--- src/rtl/tri_cull_pkg.sv ---
package tri_cull_pkg;
  typedef struct packed {
    logic cap0;     // store incoming index as vertex 0
    logic cap1;     // store incoming index as vertex 1
    logic loadOut;  // load completed triangle into output stage
    logic incCull;  // bump culled counter
    logic incPass;  // bump passed counter
  } ctrl_strobe_t;

  localparam int NUM_CNT = 2;
  localparam int CNT_CULL = 0;
  localparam int CNT_PASS = 1;
endpackage

--- src/rtl/tri_cull_ctrl.sv ---
module tri_cull_ctrl
  import tri_cull_pkg::*;
(
  input  logic         clk,
  input  logic         rst,
  input  logic         idxValid,
  input  logic         idxLast,
  input  logic         triReady,
  input  logic         degenerate,
  output logic         idxReady,
  output logic         triValid,
  output ctrl_strobe_t strobe
);
  typedef enum logic [1:0] {SLOT0 = 2'd0, SLOT1 = 2'd1, SLOT2 = 2'd2} slot_t;

  slot_t slotQ, slotD;
  logic  outValidQ, outValidD;
  logic  accept, isThird, drain, complete;

  assign isThird  = (slotQ == SLOT2);
  assign drain    = outValidQ && triReady;
  assign idxReady = !isThird || !outValidQ || triReady;
  assign accept   = idxValid && idxReady;
  assign complete = accept && isThird;

  always_comb begin
    strobe.cap0    = accept && (slotQ == SLOT0);
    strobe.cap1    = accept && (slotQ == SLOT1);
    strobe.loadOut = complete && !degenerate;
    strobe.incCull = complete && degenerate;
    strobe.incPass = complete && !degenerate;
  end

  always_comb begin
    slotD = slotQ;
    if (accept) begin
      if (isThird || idxLast) slotD = SLOT0;
      else if (slotQ == SLOT0) slotD = SLOT1;
      else slotD = SLOT2;
    end
    outValidD = outValidQ;
    if (strobe.loadOut) outValidD = 1'b1;
    else if (drain)     outValidD = 1'b0;
  end

  always_ff @(posedge clk) begin
    if (rst) begin
      slotQ     <= SLOT0;
      outValidQ <= 1'b0;
    end else begin
      slotQ     <= slotD;
      outValidQ <= outValidD;
    end
  end

  assign triValid = outValidQ;
endmodule

--- src/rtl/tri_cull_dp.sv ---
module tri_cull_dp
  import tri_cull_pkg::*;
#(
  parameter int IDX_W = 16,
  parameter int CNT_W = 32
) (
  input  logic               clk,
  input  logic               rst,
  input  ctrl_strobe_t       strobe,
  input  logic [IDX_W-1:0]   idxData,
  output logic               degenerate,
  output logic [IDX_W-1:0]   triIdx0,
  output logic [IDX_W-1:0]   triIdx1,
  output logic [IDX_W-1:0]   triIdx2,
  output logic [CNT_W-1:0]   culledCount,
  output logic [CNT_W-1:0]   passedCount
);
  localparam int NUM_V = 3;
  localparam logic [CNT_W-1:0] CNT_MAX = {CNT_W{1'b1}};

  logic [IDX_W-1:0] vReg0, vReg1;
  logic [IDX_W-1:0] cand [NUM_V];
  logic [NUM_V-1:0] pairEq;
  logic [IDX_W-1:0] outReg [NUM_V];
  logic [CNT_W-1:0] cnt [NUM_CNT];
  logic             cntInc [NUM_CNT];

  always_ff @(posedge clk) begin
    if (rst) begin
      vReg0 <= '0;
      vReg1 <= '0;
    end else begin
      if (strobe.cap0) vReg0 <= idxData;
      if (strobe.cap1) vReg1 <= idxData;
    end
  end

  assign cand[0] = vReg0;
  assign cand[1] = vReg1;
  assign cand[2] = idxData;

  // every unordered vertex pair: (0,1) (1,2) (0,2)
  genvar p;
  generate
    for (p = 0; p < NUM_V; p++) begin : g_pair
      localparam int A = (p == 2) ? 0 : p;
      localparam int B = (p == 2) ? 2 : p + 1;
      assign pairEq[p] = (cand[A] == cand[B]);
    end
  endgenerate
  assign degenerate = |pairEq;

  genvar v;
  generate
    for (v = 0; v < NUM_V; v++) begin : g_out
      always_ff @(posedge clk) begin
        if (rst)                 outReg[v] <= '0;
        else if (strobe.loadOut) outReg[v] <= cand[v];
      end
    end
  endgenerate

  assign triIdx0 = outReg[0];
  assign triIdx1 = outReg[1];
  assign triIdx2 = outReg[2];

  assign cntInc[CNT_CULL] = strobe.incCull;
  assign cntInc[CNT_PASS] = strobe.incPass;

  genvar c;
  generate
    for (c = 0; c < NUM_CNT; c++) begin : g_cnt
      always_ff @(posedge clk) begin
        if (rst)                             cnt[c] <= '0;
        else if (cntInc[c] && cnt[c] != CNT_MAX) cnt[c] <= cnt[c] + 1'b1;
      end
    end
  endgenerate

  assign culledCount = cnt[CNT_CULL];
  assign passedCount = cnt[CNT_PASS];
endmodule

--- src/rtl/tri_index_culler.sv ---
module tri_index_culler
  import tri_cull_pkg::*;
#(
  parameter int IDX_W = 16,
  parameter int CNT_W = 32
) (
  input  logic             clk,
  input  logic             rst,
  input  logic             idxValid,
  output logic             idxReady,
  input  logic [IDX_W-1:0] idxData,
  input  logic             idxLast,
  output logic             triValid,
  input  logic             triReady,
  output logic [IDX_W-1:0] triIdx0,
  output logic [IDX_W-1:0] triIdx1,
  output logic [IDX_W-1:0] triIdx2,
  output logic [CNT_W-1:0] culledCount,
  output logic [CNT_W-1:0] passedCount
);
  ctrl_strobe_t strobe;
  logic         degenerate;

  tri_cull_ctrl u_ctrl (
    .clk        (clk),
    .rst        (rst),
    .idxValid   (idxValid),
    .idxLast    (idxLast),
    .triReady   (triReady),
    .degenerate (degenerate),
    .idxReady   (idxReady),
    .triValid   (triValid),
    .strobe     (strobe)
  );

  tri_cull_dp #(.IDX_W(IDX_W), .CNT_W(CNT_W)) u_dp (
    .clk         (clk),
    .rst         (rst),
    .strobe      (strobe),
    .idxData     (idxData),
    .degenerate  (degenerate),
    .triIdx0     (triIdx0),
    .triIdx1     (triIdx1),
    .triIdx2     (triIdx2),
    .culledCount (culledCount),
    .passedCount (passedCount)
  );
endmodule

--- config.mk ---
export PLATFORM = sky130hd
export DESIGN_NAME = tri_index_culler
export DESIGN_NICKNAME = d
export VERILOG_FILES = /design/src/rtl/tri_cull_pkg.sv /design/src/rtl/tri_cull_ctrl.sv /design/src/rtl/tri_cull_dp.sv /design/src/rtl/tri_index_culler.sv
export SDC_FILE = /design/constraint.sdc
export NUM_CORES = 1
export LEC_CHECK = 0
export CAP_MARGIN = 30
export CELL_PAD_IN_SITES_DETAIL_PLACEMENT = 1
export CELL_PAD_IN_SITES_GLOBAL_PLACEMENT = 1
export CORE_AREA = 5 5 140 142
export DETAILED_ROUTE_END_ITERATION = 8
export DIE_AREA = 0 0 145 147
export PLACE_DENSITY = 0.8
export SKIP_CTS_REPAIR_TIMING = 1
export SYNTH_ARGS = -nofsm -noshare
export SYNTH_HDL_FRONTEND = slang
export SYNTH_SLANG_ARGS = --single-unit
--- constraint.sdc ---
create_clock -name clk -period 7.8 [get_ports clk]
set_clock_uncertainty 0.2 [all_clocks]
set_input_delay 2.34 -clock clk [delete_from_list [all_inputs] [get_ports clk]]
set_output_delay 2.34 -clock clk [all_outputs]
set_load 0.01 [all_outputs]
==> summary.txt <==
Period minus WS final = 6340 ps
Critical path class = input port to output port
Detailed-router iteration count before antenna repair = 4
Fin. Hold Viols = 0
Syn. warnings = 0
EDFF count, synth = 112
Yosys top cell by area = edfxtp_1
Starting Density = 0.397
Status = completed
Setup crit start kind = input port
Ys async rst share = 0
Die area = 21300 sq um
Die Ht = 147 microns
Fin util = 0.520
Nets = 817
Syn_nets = 684
I/O pins = 135
F_max = 158 MHz
Number of buffers created by CTS = 17
Worst path bufs/invs = 2
Inserted Diodes = 0
Setup-failing EPs final = 0
DIE WIDTH = 145 microns
Count of pins over their slew limit = 0
Static Leak = 3.10 nW
Initial DRC count = 226
Maximum vdd drop = 0.000146 V
Most common cell after layout, fill and taps aside = clkdlybuf4s50_1
Grt ovf = 0
Fin worst setup slack = 1460 ps
Worst slack on hold paths = 322 ps
Maxcap violations = 0
Detail Placement HPWL = 14100 microns
Crit. End Element = output port
Post-placement worst setup slack = 1490 ps
#FFs+latches synth = 147
Fin Setup TNS = 0 ps
H-tree levels = 4
Synth Area per Inst = 11.0 sq um
Ranking of synthesized cells by area = edfxtp_1 46%, xnor2_1 10%, dfxtp_1 9.6%
Row count = 50
Slowest-stage cell, CP = clkdlybuf4s50_1
# port buffers = 134
Final WL = 19900 microns
Synth Flop Type = edfxtp_1
Vias in the first global route = 5993
Placed Area = 8910 sq um
Post-route clock period utilization = 0.813
CTS Buffer Depth = 2
Wire per inst = 19.1 microns
Hold/Removal Path Class = flop to flop
Cells along the critical path = clkdlybuf4s50_1, nand2b_1, nand2b_1, clkdlybuf4s50_1
Clock sink count = 147
Initial antenna violation count = 0
Layout cell share with drive strength beyond 1 = 0.0719
Unrepaired setup endpoints after global routing = false
Synth top area share = 0.462
Skew-Pair Late Insertion Delay = 420 ps
Syn Inst Count = 661
Family with the most delay on the worst path = buffers and inverters
Reg clk slew, reported paths = 60 ps
Mapped Area = 7280 sq um
CP peak stage delay = 550 ps
DRC viols = 0
Most frequent cells in the layout = 134 x clkdlybuf4s50_1, 112 x edfxtp_1, 83 x xnor2_1
Crit Path Max Fanout = 5
Core ar. = 18300 sq um
Count of cell types in the netlist = 43
Total GRT Usage = 0.185
Vias per inst = 5.35
Relative slew slack = 0.370
Required time worst endpoint = 5260 ps
Final ANT Viol Nets = 0
Pwr dens = 203 nW/um^2
Total number of vias = 5570
Routability-driven placement congestion ratio = 0.821
Fin area = 9540 sq um
Worst-margin pin slew = 944 ps
Seq/Total Area, Yosys = 0.558
First-pass GRT wire length = 32000 microns
Syn-to-layout area delta = 30.9%
Root buffer cell = clkbuf_16
WP data arrival = 3800 ps
CTS tree = done
Largest net degree at the start of global routing = 54
through the flow:
stage / std cells / total power [mW]
finish: 1041 / 1.93
global route: 1041 / 2.00
CTS: 1041 / 1.95
detailed placement: 1009 / 1.08
global placement: 1006 / 1.07
floorplan: 661 / 0.988
power breakdown:
group | leakage [nW] | total, mW | switching [mW] | internal, mW
logic | 1.36 | 0.162 | 0.0825 | 0.0791
registers | 1.44 | 0.902 | 0.0320 | 0.870
clock network | 0.301 | 0.871 | 0.321 | 0.550
worst min-delay path, delay by kind of cell (launching register included):
kind	cells	cell delay, ps
flops	1	350
simple gates	1	70
compound gates	1	60
registers in the layout (all words and copies together) (netlist names):
register,flops
u_ctrl.slotQ,2
u_ctrl.triValid,1
u_dp.cnt,64
u_dp.outReg,48
u_dp.vReg0,16
u_dp.vReg1,16
cell families after synthesis:
| group | count (synthesis) | synth area share |
|---|---|---|
| adder cells (fa/ha/maj) | 2 | 0.00344 |
| flip-flops | 147 | 0.558 |
| AND/OR/NAND/NOR | 322 | 0.253 |
| AO/OA/AOI/OAI | 42 | 0.0325 |
| buffers and inverters | 41 | 0.0240 |
| XOR/XNOR | 107 | 0.129 |
final timing paths:
path | from | end | slack, ps | depth (start not counted)
worst max register to register | u_dp.cnt[1][10]$_SDFFCE_PN0P_ | u_dp.cnt[1][24]$_SDFFCE_PN0P_ | 4590 | 5
worst min-delay path | u_dp.vReg0[14]$_SDFFE_PP0P_ | u_dp.vReg0[14]$_SDFFE_PP0P_ | 320 | 2
worst min register to register | u_dp.vReg0[14]$_SDFFE_PP0P_ | u_dp.vReg0[14]$_SDFFE_PP0P_ | 320 | 2
worst max-delay path | triReady | idxReady | 1460 | 4
per-layer routing:
metal / track usage / wire, microns / share of wire
met4: 0.0518 / 229 / 0.011
met1: 0.221 / 8500 / 0.43
met5: 0 / 0 / 0
met2: 0.331 / 10400 / 0.52
met3: 0.0481 / 788 / 0.040
layout make-up:
type,count,area [sq um]
fill,1988,8790
clock buffer,24,504
clock inverter,8,124
timing repair buffer,144,1440
inverter,11,41.3
tap,234,293
sequential,147,4060
multi-input combinational,473,3070
cell usage after synthesis, types with 4 or more instances:
cell      number
nor3_1        35
edfxtp_1     112
nand3_1       27
a21oi_1       32
nor3b_1       18
nor4_2         4
dfxtp_1       35
nand2_1       81
and4_1         8
xnor2_1       83
nand4_1       31
nor4_1        12
xor2_1        24
nor2_1        17
inv_1         10
and2_1        59
clkbuf_1      22
buf_2          5
and3_1        11
No activity file was read; power rests on OpenSTA's default activity.
